## config.mk

```make
export PLATFORM = sky130hd
export DESIGN_NAME = flash_cmd_if
export DESIGN_NICKNAME = d
export VERILOG_FILES = /design/src/rtl/fcmd_pkg.sv /design/src/rtl/fcmd_pec.sv /design/src/rtl/fcmd_status.sv /design/src/rtl/fcmd_array.sv /design/src/rtl/fcmd_ctrl.sv /design/src/rtl/flash_cmd_if.sv
export SDC_FILE = /design/constraint.sdc
export NUM_CORES = 1
export LEC_CHECK = 0
export ABC_AREA = 0
export BUFFER_PORTS_ARGS = -buffer_cell sky130_fd_sc_hd__buf_2
export CORE_UTILIZATION = 30
export DETAILED_ROUTE_END_ITERATION = 8
export MAX_ROUTING_LAYER = met4
export SYNTH_ARGS = -nofsm -noshare
export SYNTH_HDL_FRONTEND = slang
export SYNTH_SLANG_ARGS = --single-unit
```

## constraint.sdc

```tcl
create_clock -name clk -period 2.55 [get_ports clk]
set_input_delay 0.1275 -clock clk [delete_from_list [all_inputs] [get_ports clk]]
set_output_delay 0.1275 -clock clk [all_outputs]
set_load 0.01 [all_outputs]
```

## src/rtl/fcmd_pkg.sv

```systemverilog
package fcmd_pkg;

  typedef enum logic [1:0] {
    MODE_ARRAY  = 2'd0,
    MODE_SIG    = 2'd1,
    MODE_QUERY  = 2'd2,
    MODE_STATUS = 2'd3
  } rd_mode_e;

  typedef enum logic [1:0] {
    CT_IDLE  = 2'd0,
    CT_SETUP = 2'd1,
    CT_BUSY  = 2'd2,
    CT_SUSP  = 2'd3
  } ctl_state_e;

  localparam logic [7:0] OP_ARRAY   = 8'hFF;
  localparam logic [7:0] OP_SIG     = 8'h90;
  localparam logic [7:0] OP_QUERY   = 8'h98;
  localparam logic [7:0] OP_STATUS  = 8'h70;
  localparam logic [7:0] OP_CLEAR   = 8'h50;
  localparam logic [7:0] OP_ESETUP  = 8'h20;
  localparam logic [7:0] OP_CONFIRM = 8'hD0;
  localparam logic [7:0] OP_SUSPEND = 8'hB0;

  // status bit positions
  localparam int SR_READY = 7;
  localparam int SR_ESUSP = 6;
  localparam int SR_EERR  = 5;
  localparam int SR_PERR  = 4;
  localparam int SR_VERR  = 3;
  localparam int SR_LERR  = 1;

  localparam logic [7:0] STICKY_MASK = 8'b0011_1010;

  localparam logic [31:0] MAKER_CODE  = 32'h0000_003C;
  localparam logic [31:0] DEVICE_CODE = 32'h0000_7A11;
  localparam logic [31:0] BURST_CFG   = 32'h0000_C5C5;

  // Reset contents of array word idx
  function automatic logic [31:0] init_word(input int unsigned idx);
    logic [7:0] lo;
    lo = 8'(idx);
    return {16'hC0DE, lo, ~lo};
  endfunction

  function automatic logic [31:0] sig_word(input logic [15:0] a);
    case (a)
      16'd0:   return MAKER_CODE;
      16'd1:   return DEVICE_CODE;
      16'd2:   return BURST_CFG;
      default: return 32'h0;
    endcase
  endfunction

  function automatic logic [31:0] query_word(input logic [15:0] a);
    case (a)
      16'd16:  return 32'h0000_0051;
      16'd17:  return 32'h0000_0052;
      16'd18:  return 32'h0000_0059;
      default: return 32'h0;
    endcase
  endfunction

  function automatic logic [7:0] sticky_next(input logic [7:0] cur,
                                             input logic [7:0] set,
                                             input logic       clr);
    if (clr) return cur & ~STICKY_MASK;
    return (cur | set) & STICKY_MASK;
  endfunction

endpackage

```

## src/rtl/fcmd_pec.sv

```systemverilog
module fcmd_pec #(
  parameter int ERASE_CYCLES = 24
) (
  input  logic clk,
  input  logic rst_n,
  input  logic start_i,
  input  logic run_i,
  output logic done_o
);
  localparam int CNT_W = $clog2(ERASE_CYCLES + 1);

  logic [CNT_W-1:0] cnt_q;

  always_ff @(posedge clk) begin
    if (!rst_n) begin
      cnt_q <= '0;
    end else if (start_i) begin
      cnt_q <= CNT_W'(ERASE_CYCLES);
    end else if (run_i && cnt_q != '0) begin
      cnt_q <= cnt_q - 1'b1;
    end
  end

  assign done_o = run_i && (cnt_q == CNT_W'(1));
endmodule

```

## src/rtl/fcmd_status.sv

```systemverilog
module fcmd_status
  import fcmd_pkg::*;
(
  input  logic       clk,
  input  logic       rst_n,
  input  logic [7:0] set_i,
  input  logic       clr_i,
  input  logic       busy_i,
  input  logic       susp_i,
  output logic [7:0] sr_o
);
  logic [7:0] sticky_q;

  always_ff @(posedge clk) begin
    if (!rst_n) sticky_q <= '0;
    else        sticky_q <= sticky_next(sticky_q, set_i, clr_i);
  end

  always_comb begin
    sr_o            = sticky_q & STICKY_MASK;
    sr_o[SR_READY]  = !busy_i;
    sr_o[SR_ESUSP]  = susp_i;
  end
endmodule

```

## src/rtl/fcmd_array.sv

```systemverilog
module fcmd_array
  import fcmd_pkg::*;
#(
  parameter int                  NUM_BLOCKS = 4,
  parameter int                  BLK_WORDS  = 8,
  parameter logic [NUM_BLOCKS-1:0] PROT_MASK = 4'b0100
) (
  input  logic                                   clk,
  input  logic                                   rst_n,
  input  logic                                   erase_i,
  input  logic [$clog2(NUM_BLOCKS)-1:0]          erase_blk_i,
  input  logic [$clog2(NUM_BLOCKS*BLK_WORDS)-1:0] rd_addr_i,
  output logic [31:0]                            rd_data_o,
  output logic                                   rd_blk_prot_o
);
  localparam int NUM_WORDS = NUM_BLOCKS * BLK_WORDS;
  localparam int WORD_W    = $clog2(BLK_WORDS);
  localparam int ADDR_W    = $clog2(NUM_WORDS);

  logic [31:0] mem_q [NUM_WORDS];

  always_ff @(posedge clk) begin
    if (!rst_n) begin
      for (int i = 0; i < NUM_WORDS; i++) mem_q[i] <= init_word(i);
    end else if (erase_i) begin
      for (int w = 0; w < BLK_WORDS; w++)
        mem_q[int'(erase_blk_i) * BLK_WORDS + w] <= 32'hFFFF_FFFF;
    end
  end

  assign rd_data_o     = mem_q[rd_addr_i];
  assign rd_blk_prot_o = PROT_MASK[rd_addr_i[ADDR_W-1:WORD_W]];
endmodule

```

## src/rtl/fcmd_ctrl.sv

```systemverilog
module fcmd_ctrl
  import fcmd_pkg::*;
#(
  parameter int BLK_W = 2
) (
  input  logic             clk,
  input  logic             rst_n,
  input  logic             wr_en_i,
  input  logic [7:0]       cmd_i,
  input  logic [BLK_W-1:0] blk_i,
  input  logic             blk_prot_i,
  input  logic             done_i,
  output rd_mode_e         mode_o,
  output ctl_state_e       state_o,
  output logic             start_o,
  output logic [BLK_W-1:0] erase_blk_o,
  output logic [7:0]       err_set_o,
  output logic             err_clr_o
);
  rd_mode_e         mode_q, mode_n;
  ctl_state_e       state_q, state_n;
  logic [BLK_W-1:0] blk_q, blk_n;

  function automatic logic is_read_op(input logic [7:0] c);
    return (c == OP_ARRAY) || (c == OP_SIG) || (c == OP_QUERY) || (c == OP_STATUS);
  endfunction

  function automatic rd_mode_e op_mode(input logic [7:0] c);
    case (c)
      OP_SIG:   return MODE_SIG;
      OP_QUERY: return MODE_QUERY;
      OP_ARRAY: return MODE_ARRAY;
      default:  return MODE_STATUS;
    endcase
  endfunction

  always_comb begin
    mode_n    = mode_q;
    state_n   = state_q;
    blk_n     = blk_q;
    start_o   = 1'b0;
    err_set_o = '0;
    err_clr_o = 1'b0;
    case (state_q)
      CT_IDLE: if (wr_en_i) begin
        if (is_read_op(cmd_i)) mode_n = op_mode(cmd_i);
        else if (cmd_i == OP_CLEAR) err_clr_o = 1'b1;
        else if (cmd_i == OP_ESETUP) begin
          state_n = CT_SETUP;
          mode_n  = MODE_STATUS;
        end
      end
      CT_SETUP: if (wr_en_i) begin
        mode_n  = MODE_STATUS;
        state_n = CT_IDLE;
        if (cmd_i != OP_CONFIRM) begin
          err_set_o[SR_EERR] = 1'b1;
          err_set_o[SR_PERR] = 1'b1;
        end else if (blk_prot_i) begin
          err_set_o[SR_EERR] = 1'b1;
          err_set_o[SR_LERR] = 1'b1;
        end else begin
          start_o = 1'b1;
          blk_n   = blk_i;
          state_n = CT_BUSY;
        end
      end
      CT_BUSY: begin
        if (done_i) state_n = CT_IDLE;
        else if (wr_en_i) begin
          if (cmd_i == OP_STATUS) mode_n = MODE_STATUS;
          else if (cmd_i == OP_SUSPEND) begin
            mode_n  = MODE_STATUS;
            state_n = CT_SUSP;
          end
        end
      end
      default: if (wr_en_i) begin // suspended
        if (is_read_op(cmd_i)) mode_n = op_mode(cmd_i);
        else if (cmd_i == OP_CLEAR) err_clr_o = 1'b1;
        else if (cmd_i == OP_CONFIRM) begin
          mode_n  = MODE_STATUS;
          state_n = CT_BUSY;
        end
      end
    endcase
  end

  always_ff @(posedge clk) begin
    if (!rst_n) begin
      mode_q  <= MODE_ARRAY;
      state_q <= CT_IDLE;
      blk_q   <= '0;
    end else begin
      mode_q  <= mode_n;
      state_q <= state_n;
      blk_q   <= blk_n;
    end
  end

  assign mode_o      = mode_q;
  assign state_o     = state_q;
  assign erase_blk_o = blk_q;
endmodule

```

## src/rtl/flash_cmd_if.sv

```systemverilog
module flash_cmd_if
  import fcmd_pkg::*;
#(
  parameter int                    NUM_BLOCKS   = 4,
  parameter int                    BLK_WORDS    = 8,
  parameter int                    ERASE_CYCLES = 24,
  parameter logic [NUM_BLOCKS-1:0] PROT_MASK    = 4'b0100,
  localparam int                   ADDR_W       = $clog2(NUM_BLOCKS * BLK_WORDS)
) (
  input  logic              clk,
  input  logic              rst_n,
  input  logic              wr_en,
  input  logic              rd_en,
  input  logic [ADDR_W-1:0] addr,
  input  logic [31:0]       wdata,
  output logic [31:0]       rdata
);
  localparam int BLK_W  = $clog2(NUM_BLOCKS);
  localparam int WORD_W = $clog2(BLK_WORDS);

  rd_mode_e         mode;
  ctl_state_e       state;
  logic             busy, susp, setup;
  logic             start, done, blk_prot;
  logic [BLK_W-1:0] erase_blk;
  logic [7:0]       err_set;
  logic             err_clr;
  logic [7:0]       sr;
  logic [31:0]      arr_data;
  logic [31:0]      rd_mux;
  logic [31:0]      rdata_q;
  logic             unused_hi;

  assign unused_hi = ^wdata[31:8];

  fcmd_ctrl #(.BLK_W(BLK_W)) u_ctrl (
    .clk(clk), .rst_n(rst_n),
    .wr_en_i(wr_en), .cmd_i(wdata[7:0]),
    .blk_i(addr[ADDR_W-1:WORD_W]), .blk_prot_i(blk_prot),
    .done_i(done),
    .mode_o(mode), .state_o(state), .start_o(start),
    .erase_blk_o(erase_blk), .err_set_o(err_set), .err_clr_o(err_clr)
  );

  assign busy  = (state == CT_BUSY);
  assign susp  = (state == CT_SUSP);
  assign setup = (state == CT_SETUP);

  fcmd_pec #(.ERASE_CYCLES(ERASE_CYCLES)) u_pec (
    .clk(clk), .rst_n(rst_n),
    .start_i(start), .run_i(busy), .done_o(done)
  );

  fcmd_status u_status (
    .clk(clk), .rst_n(rst_n),
    .set_i(err_set), .clr_i(err_clr),
    .busy_i(busy), .susp_i(susp), .sr_o(sr)
  );

  fcmd_array #(
    .NUM_BLOCKS(NUM_BLOCKS), .BLK_WORDS(BLK_WORDS), .PROT_MASK(PROT_MASK)
  ) u_array (
    .clk(clk), .rst_n(rst_n),
    .erase_i(done), .erase_blk_i(erase_blk),
    .rd_addr_i(addr), .rd_data_o(arr_data), .rd_blk_prot_o(blk_prot)
  );

  always_comb begin
    case (mode)
      MODE_ARRAY: rd_mux = arr_data;
      MODE_SIG:   rd_mux = sig_word(16'(addr));
      MODE_QUERY: rd_mux = query_word(16'(addr));
      default:    rd_mux = {24'h0, sr};
    endcase
  end

  always_ff @(posedge clk) begin
    if (!rst_n)     rdata_q <= '0;
    else if (rd_en) rdata_q <= rd_mux;
  end

  assign rdata = rdata_q;
endmodule

```

Word-level counts from Yosys, hierarchy flattened
Memory sizes are Yosys's and may differ from the RTL's. Cells that the tools add are included.

Flip-flop bits (word level): 47. RAM bits: 672. Input bits: 41. Output and inout port bits: 32. Logic and storage cells: 168. Memories kept: 1.

Memory list: u_array.mem_q (depth 32, width 21, read ports 1, clocked after memory_dff 0, write ports 32, line fcmd_array.sv:20) `logic [31:0] mem_q [NUM_WORDS];`.

Add/sub/neg operators: 8. Magnitude comparators: 1. Eq/ne operators: 34. Muxes and demuxes: 85. Bitwise operators: 4. Reductions and logical operators: 28.

Operators with widths (count): two-way mux 21 bit (8); OR reduction 21 bit (8); case mux 32 bit (3 select lines) (1); two-way mux 2 bit (29); two-way mux 5 bit (10); case mux 16 bit (3 select lines) (1); == test 8 bit, second input constant (5); two-way mux 1 bit (29); case mux 7 bit (3 select lines) (1); adder 5 x 3 -> 5 bit, second input constant (4); case mux 2 bit (3 select lines) (3); == test 8 x 7 -> 1 bit, second input constant (2); == test 5 bit, second input constant (3); two-way mux 6 bit (2); inequality test 3 bit, second input constant (4); AND reduction 12 bit (1); adder 5 x 2 -> 5 bit, second input constant (2); == test 5 x 1 -> 1 bit, second input constant (2); inequality test 2 bit, second input constant (5); nonzero test 5 bit (2); == test 8 x 6 -> 1 bit, second input constant (1); inequality test 8 bit, second input constant (1); AND reduction 7 bit (1); == test 2 bit, second input constant (3); other kinds (21) (32).

Logic depth before layout (Yosys ltp)
Gate-level depths: netlist of the first run.

Depth in word-level cells: 10. Depth in mapped cells: 7.

Modules after synthesis
Synthesis of the first run repeated with hierarchy kept, for this count alone.

Cell total of the unflattened synthesis: 360. Area, all modules: 3045.4 um^2.

By module, submodules not included: flash_cmd_if (times used 1, cells an instance 176, area each 1491.4 um^2); fcmd_ctrl (times used 1, cells an instance 81, area each 646.9 um^2); fcmd_array (times used 1, cells an instance 51, area each 437.9 um^2); fcmd_pec (times used 1, cells an instance 34, area each 315.3 um^2); fcmd_status (times used 1, cells an instance 18, area each 153.9 um^2).

Worst setup path before layout of the first run
Ideal clock, no wire load.

Kind: input to register. Start: input wdata[0]. End: register u_ctrl.mode_q[1] (netlist: u_ctrl.mode_o[1]). Library setup time: 0.124 ns. Arrival time: 1.659 ns. Data required time: 2.426 ns. Slack: 0.767 ns. Cell stages on the path: 6. Buffers on the path: 1. Cells stage by stage: or4_4 > buf_6 > or4b_4 > o211ai_1 > a41o_1 > a21oi_1.

Longest elaborated chain between the ends: 7.

Ends and longest elaborated chain: start, declared (line flash_cmd_if.sv:15) `input logic [31:0] wdata,`; == test 8 bit (line fcmd_ctrl.sv:25, fcmd_ctrl.sv:29); logical OR 1 bit (3 in series) (line fcmd_ctrl.sv:25) `return (c == OP_ARRAY) || (c == OP_SIG) || (c == OP_QUERY) || (c == OP_STATUS);`; two-way mux 2 bit, on equally long branches (line fcmd_ctrl.sv:79, fcmd_ctrl.sv:46); two-way mux 2 bit, on equally long branches (line fcmd_ctrl.sv:78, fcmd_ctrl.sv:45); case mux 2 bit (3 select lines) (line fcmd_ctrl.sv:44) `case (state_q)`; end signal, assigned (line fcmd_ctrl.sv:95) `mode_q <= mode_n;`; end, declared (line fcmd_ctrl.sv:20) `rd_mode_e mode_q, mode_n;`.

Parallel ways exist; a longest one is shown, timed or not. The select of a mux whose other input is x is not followed. A chain may end at the register's enable or synchronous reset.

Final worst setup path of the first run
Start: register u_ctrl.mode_q[0] (netlist: u_ctrl.mode_o[0]). End: register rdata_q[10] (netlist: rdata[10]).

Longest elaborated chain between the ends: 2.

Ends and longest elaborated chain: == test 2 bit (tied with other cells) (line flash_cmd_if.sv:69) `case (mode)`; case mux 32 bit (3 select lines) * (line flash_cmd_if.sv:69); end signal, assigned (line flash_cmd_if.sv:79) `else if (rd_en) rdata_q <= rd_mux;`; end, declared (line flash_cmd_if.sv:31) `logic [31:0] rdata_q;`.

Every way passes the cells marked *; elsewhere a longest branch is shown, timed or not.

==> results.py, run 1 <==
metrics = {
    "run_status": {
        "status": "completed",
    },
    "synthesis": {
        "synth_seq_area_share": 0.337,
        "synthMuxAreaShare": 0.0381,
        "synth_fp_nets": 309,
        "synth-simple-area-share": 0.226,
        "yosys_most_used_dff": "dfxtp_1",
        "synth_xor_area_frac": 0.0205,
        "synth_edf_count": 0,
        "synth_top_family_by_area": "compound AO/OA/AOI/OAI gates",
        "synth_top_cells_by_area": "dfxtp_1, buf_4, nand2_1",
        "async_flop_share": 0,
        "syn_avg_cell_area_sq_um": 8.18,
        "synth-compound-area-share": 0.240,
        "synth_area_leader_cell": "dfxtp_1",
        "syn_inst": 261,
        "syn_area_sq_um": 2140,
        "synthAdderAreaFrac": 0.0410,
        "yosys.area.top_type_share": 0.337,
        "synth_warnings": 0,
        "synth_cell_types": 50,
        "ys_ff_latch": 36,
    },
    "cells_and_area": {
        "drive_gt1_frac": 0.230,
        "final_common_cell": "buf_2",
        "final_cell_area_sq_um": 2450,
        "layout_common_cells": "buf_2, dfxtp_1, nand2_1, nor2_1, o21ai_0",
        "fillers": 763,
        "final-seq-area_sq_um": 721,
        "diodes": 0,
        "area_growth_pct": 14.9,
        "multiInputGateArea_sq_um": 1210,
        "fin_nets": 338,
    },
    "global_routing": {
        "antenna_found_initial": 0,
        "grt_pass1_wl_mm": 7.71,
        "grt_usage": 0.136,
        "globalRouteOverflowTotal": 0,
        "grt_start_max_net_pins": 36,
        "grt_pass1_vias": 1656,
    },
    "route": {
        "drc_errors": 0,
        "firstDrtPassIters": 4,
        "ant_nets": 0,
        "num_vias": 1917,
        "wl_mm": 4.75,
        "vias_per_cell": 4.95,
        "drt_iter0_markers": 133,
        "wire_per_inst_um": 12.3,
    },
    "sta": {
        "fin_setup_tns_ns": 0,
        "drv_slew": 0,
        "grt_setup_unrepaired": "no",
        "tightest_slew_ns": 0.617,
        "relSlewSlack": 0.587,
        "period_needed_ns": 1.93,
        "finClkSkew_ns": 0.00732,
        "hold_violations": 0,
        "fin_crit_sh": 0.759,
        "max_freq_mhz": 517,
        "setup_viol_count_final": 0,
    },
    "setup_path": {
        "critical_path_class": "reg2reg",
        "crit_fanout": 8,
        "worstRegToRegCells": 5,
        "path_cells": "nor2_1 > a21boi_0 > and2_1 > o211ai_1 > a21boi_0",
        "crit_arrival_ns": 2.14,
        "r2r_slack_ns": 0.62,
        "cp-end-kind": "register",
        "r2r-start": "u_ctrl.mode_o[0]$_SDFFE_PN0P_",
        "required_ns": 2.76,
        "cp-start-kind": "register",
        "crit_top_cell": "a21boi_0",
        "slowest_delay_ns": 0.49,
        "worst_r2r_endpoint": "rdata[10]$_SDFFE_PN0P_",
        "crit_path_top_delay_cell": "nor2_1",
    },
    "placed_design": {
        "dp_hpwl_mm": 3.52,
        "gp_congestion": 0.870,
        "place_area_sq_um": 2350,
        "port_buffers": 48,
    },
    "die": {
        "initial_core_util": 0.313,
        "die_h_um": 86.4,
        "core_sq_um": 6830,
        "core.rowCount": 30,
        "pin_count": 73,
        "die-area_sq_um": 7460,
        "die_w_um": 86.4,
    },
    "power": {
        "leakagePower_nw": 0.998,
        "peakVddDrop_mv": 0.140,
        "p_per_area_nw_per_um2": 509,
    },
    "clocking": {
        "htreeDepth": 2,
        "clk_pin_slew_ns": 0.07,
        "clk-insertion-delay-late_ns": 0.29,
        "cts_max_path_buffers": 2,
        "cts_hold_buf": 0,
        "cts_made_buffers": 5,
        "postCtsSetupRepairBufs": 0,
        "clockRootBuffer": "clkbuf_8",
        "cts_tree": "done",
        "cts_sinks": 36,
        "cts_resized": 0,
    },
    "flow_run": {
        "max-cap-violations": 0,
    },
    "worst_hold_path": {
        "whs_path_depth": 3,
        "min_from": "addr[1]",
        "hold_path_class": "in2reg",
        "min_to": "rdata[9]$_SDFFE_PN0P_",
    },
}
==> critical path, delay by kind of cell, from the launching register on <==
| kind | cells | cell delay (ns) |
|---|---|---|
| AO/OA/AOI/OAI | 3 | 0.81 |
| flip-flops | 1 | 0.31 |
| AND/OR/NAND/NOR | 2 | 0.75 |
==> logic make-up (layout without fill, tap and decap cells) <==
| kind of cell | count (synthesis) | after routing |
|---|---|---|
| and+or+nand+nor | 91 | 91 |
| AOI/OAI and AO/OA | 75 | 75 |
| buffers and inverters | 39 | 69 |
| DFF | 36 | 36 |
| muxes | 8 | 8 |
| adders and majority gates | 7 | 7 |
| xor gates and xnor gates | 5 | 5 |
==> power by group <==
part | total [mW] | internal, mW | switching, mW
Combinational | 0.165 | 0.0670 | 0.0982
Sequential | 0.596 | 0.584 | 0.0114
Clock | 0.488 | 0.290 | 0.198
Total | 1.25 | 0.941 | 0.307
==> per-layer routing <==
metal | global-route usage | share of wire
met3 | 0.0257 | 0.038
met2 | 0.213 | 0.46
met4 | 0.0545 | 0.015
met1 | 0.174 | 0.49
met5 | - | 0
==> registers in the layout, summed over array words and instances (netlist names) <==
register and flops:
rdata 18, u_pec.cnt_q 5, u_array.mem_q 4, u_status.sticky_q 3, u_ctrl.erase_blk_o 2, u_ctrl.mode_o 2
u_ctrl.state_o 2
==> through the flow <==
stage / instances / util / power [mW] / setup WS [ns] / hold WS [ns]
finish: 387 / 0.359 / 1.25 / 0.615 / 0.150
detailed placement: 379 / 0.343 / 0.775 / 0.532 / 0.449
global placement: 379 / 0.343 / 0.774 / 0.553 / 0.445
global route: 387 / 0.359 / 1.31 / 0.455 / 0.143
CTS: 387 / 0.359 / 1.27 / 0.642 / 0.140
floorplan: 261 / - / 0.726 / 0.767 / 0.266
==> worst max path at each step <==
stage	slack (ns)	end	startpoint	cells past startpoint
6_report	0.62	rdata[10]$_SDFFE_PN0P_	u_ctrl.mode_o[0]$_SDFFE_PN0P_	5
5_1_grt	0.46	rdata[10]$_SDFFE_PN0P_	u_ctrl.mode_o[0]$_SDFFE_PN0P_	5
4_1_cts	0.64	u_ctrl.mode_o[1]$_SDFFE_PN0P_	u_ctrl.state_o[0]$_SDFFE_PN0P_	6
3_5_place_dp	0.53	u_ctrl.erase_blk_o[1]$_SDFFE_PN0P_	wdata[0]	6
3_3_place_gp	0.55	u_pec.cnt_q[1]$_SDFFE_PP0P_	wdata[0]	6
2_1_floorplan	0.77	u_ctrl.mode_o[1]$_SDFFE_PN0P_	wdata[0]	6
==> Yosys cell counts (2+ instances only) <==
| cell type | number |
|---|---|
| xnor2_1 | 2 |
| mux2i_1 | 7 |
| nor2b_1 | 10 |
| nor3_1 | 6 |
| inv_1 | 11 |
| a21boi_0 | 10 |
| a21oi_1 | 11 |
| o211ai_1 | 5 |
| a211oi_1 | 2 |
| nand2b_1 | 5 |
| or3_1 | 5 |
| a31oi_1 | 9 |
| nor4_2 | 2 |
| clkbuf_1 | 12 |
| o31ai_1 | 5 |
| and3_1 | 2 |
| o311ai_0 | 2 |
| ha_1 | 7 |
| nand2_1 | 24 |
| xor2_1 | 3 |
| nand3_1 | 6 |
| o21ai_0 | 15 |
| dfxtp_1 | 36 |
| o21a_1 | 4 |
| o21ai_1 | 2 |
| buf_4 | 14 |
| nor2_1 | 21 |
==> layout make-up <==
| type | instances | area share |
|---|---|---|
| clock inverter | 2 | 0.0143 |
| sequential | 36 | 0.294 |
| tap | 96 | 0.0490 |
| multi-input combinational | 186 | 0.493 |
| clock buffer | 6 | 0.0296 |
| timing repair buffer | 50 | 0.104 |
| inverter | 11 | 0.0168 |
No activity file was read; power rests on OpenSTA's default activity.
==> run 2: changes to the inputs <==
==> constraint.sdc (replaced) <==
create_clock -name clk -period 1.7 [get_ports clk]
set_input_delay 0.085 -clock clk [delete_from_list [all_inputs] [get_ports clk]]
set_output_delay 0.085 -clock clk [all_outputs]
set_load 0.01 [all_outputs]
==> run 2 against run 1 <==
Net effect: power up 46%; final area increased by 12%; sequential share of layout area is 3.0 points lower; cell count increased by 7.8%; combinational power rose by 67%; register-to-register slack got worse by 0.57 ns; first-iteration DRC count is 11% higher; critical endpoint is now u_ctrl.state_o[1]$_SDFFE_PN0P_; clock power grew 33%.
==> results.py, run 2 (same netlist as run 1, synthesis figures left out) <==
metrics = {
    "clocking": {
        "cts_hold_buf": 0,
        "clk_pin_slew_ns": 0.07,
        "cts_made_buffers": 5,
        "cts_max_path_buffers": 2,
        "htreeDepth": 2,
        "cts_tree": "done",
        "cts_sinks": 36,
        "clockRootBuffer": "clkbuf_8",
        "postCtsSetupRepairBufs": 0,
        "clk-insertion-delay-late_ns": 0.29,
    },
    "die": {
        "die-area_sq_um": 7460,
        "initial_core_util": 0.313,
        "core.rowCount": 30,
        "die_h_um": 86.4,
        "core_sq_um": 6830,
        "die_w_um": 86.4,
        "pin_count": 73,
    },
    "global_routing": {
        "grt_usage": 0.152,
        "antenna_found_initial": 0,
        "globalRouteOverflowTotal": 0,
        "grt_start_max_net_pins": 20,
        "grt_pass1_vias": 1890,
        "grt_pass1_wl_mm": 8.79,
    },
    "placed_design": {
        "dp_hpwl_mm": 4.03,
        "gp_congestion": 0.890,
        "pre_cts_slack_ns": -0.186,
        "port_buffers": 48,
        "place_area_sq_um": 2580,
    },
    "sta": {
        "drv_slew": 0,
        "setup_viol_count_final": 0,
        "hold_violations": 0,
        "max_freq_mhz": 604,
        "setup_ws_ns": 0.0430,
        "relSlewSlack": 0.720,
        "tightest_slew_ns": 0.419,
        "finClkSkew_ns": 0.00613,
        "period_needed_ns": 1.66,
        "fin_crit_sh": 0.975,
        "grt_setup_unrepaired": "yes",
        "fin_setup_tns_ns": 0,
    },
    "route": {
        "wl_mm": 5.31,
        "firstDrtPassIters": 4,
        "drt_iter0_markers": 148,
        "num_vias": 2023,
        "wire_per_inst_um": 12.7,
        "ant_nets": 0,
        "vias_per_cell": 4.85,
        "drc_errors": 0,
    },
    "power": {
        "leakagePower_nw": 1.15,
        "p_per_area_nw_per_um2": 660,
        "p_total_mw": 1.82,
        "peakVddDrop_mv": 0.302,
    },
    "setup_path": {
        "worstRegToRegCells": 7,
        "path_cells": "inv_2 > ha_4 > or4b_4 > nand2_2 > nor4_2 > buf_4 > mux2i_1",
        "cp-end-kind": "register",
        "required_ns": 1.91,
        "critical_path_class": "reg2reg",
        "slowest_delay_ns": 0.49,
        "path_depth": 7,
        "cp-start-kind": "register",
        "crit_arrival_ns": 1.87,
        "crit_fanout": 3,
        "worst-path-buf-inv": 2,
        "r2r_slack_ns": 0.04,
        "crit_path_top_delay_cell": "or4b_4",
        "path_delay_family": "simple AND/OR/NAND/NOR gates",
    },
    "cells_and_area": {
        "drive_gt1_frac": 0.346,
        "fillers": 722,
        "largest_register_ffs": 18,
        "fin_util": 0.403,
        "final_common_cell": "buf_2",
        "fin_nets": 368,
        "layout_common_cells": "buf_2, dfxtp_1, buf_4, nand2_1, nor2_1",
        "final_cell_area_sq_um": 2750,
        "diodes": 0,
        "area_growth_pct": 28.9,
    },
    "worst_hold_path": {
        "whs_path_depth": 3,
        "hold_path_class": "in2reg",
    },
    "flow_run": {
        "max-cap-violations": 0,
    },
    "run_status": {
        "status": "completed",
    },
}
[run 2: power breakdown]
group	switching, mW	total, mW	internal (mW)
Clock	0.321	0.650	0.329
Combinational	0.156	0.275	0.119
Sequential	0.0183	0.893	0.874
Total	0.495	1.82	1.32
[run 2: final timing paths]
| check | from | end |
|---|---|---|
| setup / recovery | u_ctrl.state_o[0]$_SDFFE_PN0P_ | u_ctrl.state_o[1]$_SDFFE_PN0P_ |
| hold / removal | addr[1] | rdata[9]$_SDFFE_PN0P_ |
| setup reg to reg | u_ctrl.state_o[0]$_SDFFE_PN0P_ | u_ctrl.state_o[1]$_SDFFE_PN0P_ |
| hold reg to reg | u_status.sticky_q[5]$_SDFF_PP0_ | u_status.sticky_q[5]$_SDFF_PP0_ |
[run 2: through the flow]
| step | instances | hold WS (ns) |
|---|---|---|
| finish | 417 | 0.0996 |
| global route | 417 | 0.110 |
| CTS | 417 | 0.0829 |
| detailed placement | 409 | 0.401 |
| global placement | 409 | 0.402 |
| floorplan | 261 | 0.224 |
[run 2: final cells by class]
type | count | area [sq um] | share of cell area
Sequential cell | 36 | 727 | 0.264
Clock inverter | 1 | 7.51 | 0.00273
Tap cell | 96 | 120 | 0.0436
Timing Repair Buffer | 80 | 484 | 0.176
Multi-Input combinational cell | 186 | 1280 | 0.466
Clock buffer | 7 | 86.3 | 0.0314
Inverter | 11 | 43.8 | 0.0159
[run 2: timing repair]
item / in CTS / in global routing
gates resized for setup: 5 / 15
setup endpoints to repair: 4 / 5
pin swaps: 2 / 5
endpoints found under the hold margin: 0 / 0
[run 2: worst register-to-register path, cell delays in order (launching register included)]
cell	delay, ns
dfxtp_2	0.33
inv_2	0.10
ha_4	0.21
or4b_4	0.49
nand2_2	0.09
nor4_2	0.04
buf_4	0.14
mux2i_1	0.17
[run 2: metal layers]
metal / GRT usage / part of all wire / vias to the layer above
met2: 0.234 / 0.44 / 48
met4: 0.0636 / 0.018 / 0
met3: 0.0257 / 0.034 / 8
met1: 0.198 / 0.51 / 935
li1: - / - / 1032
met5: - / 0 / -
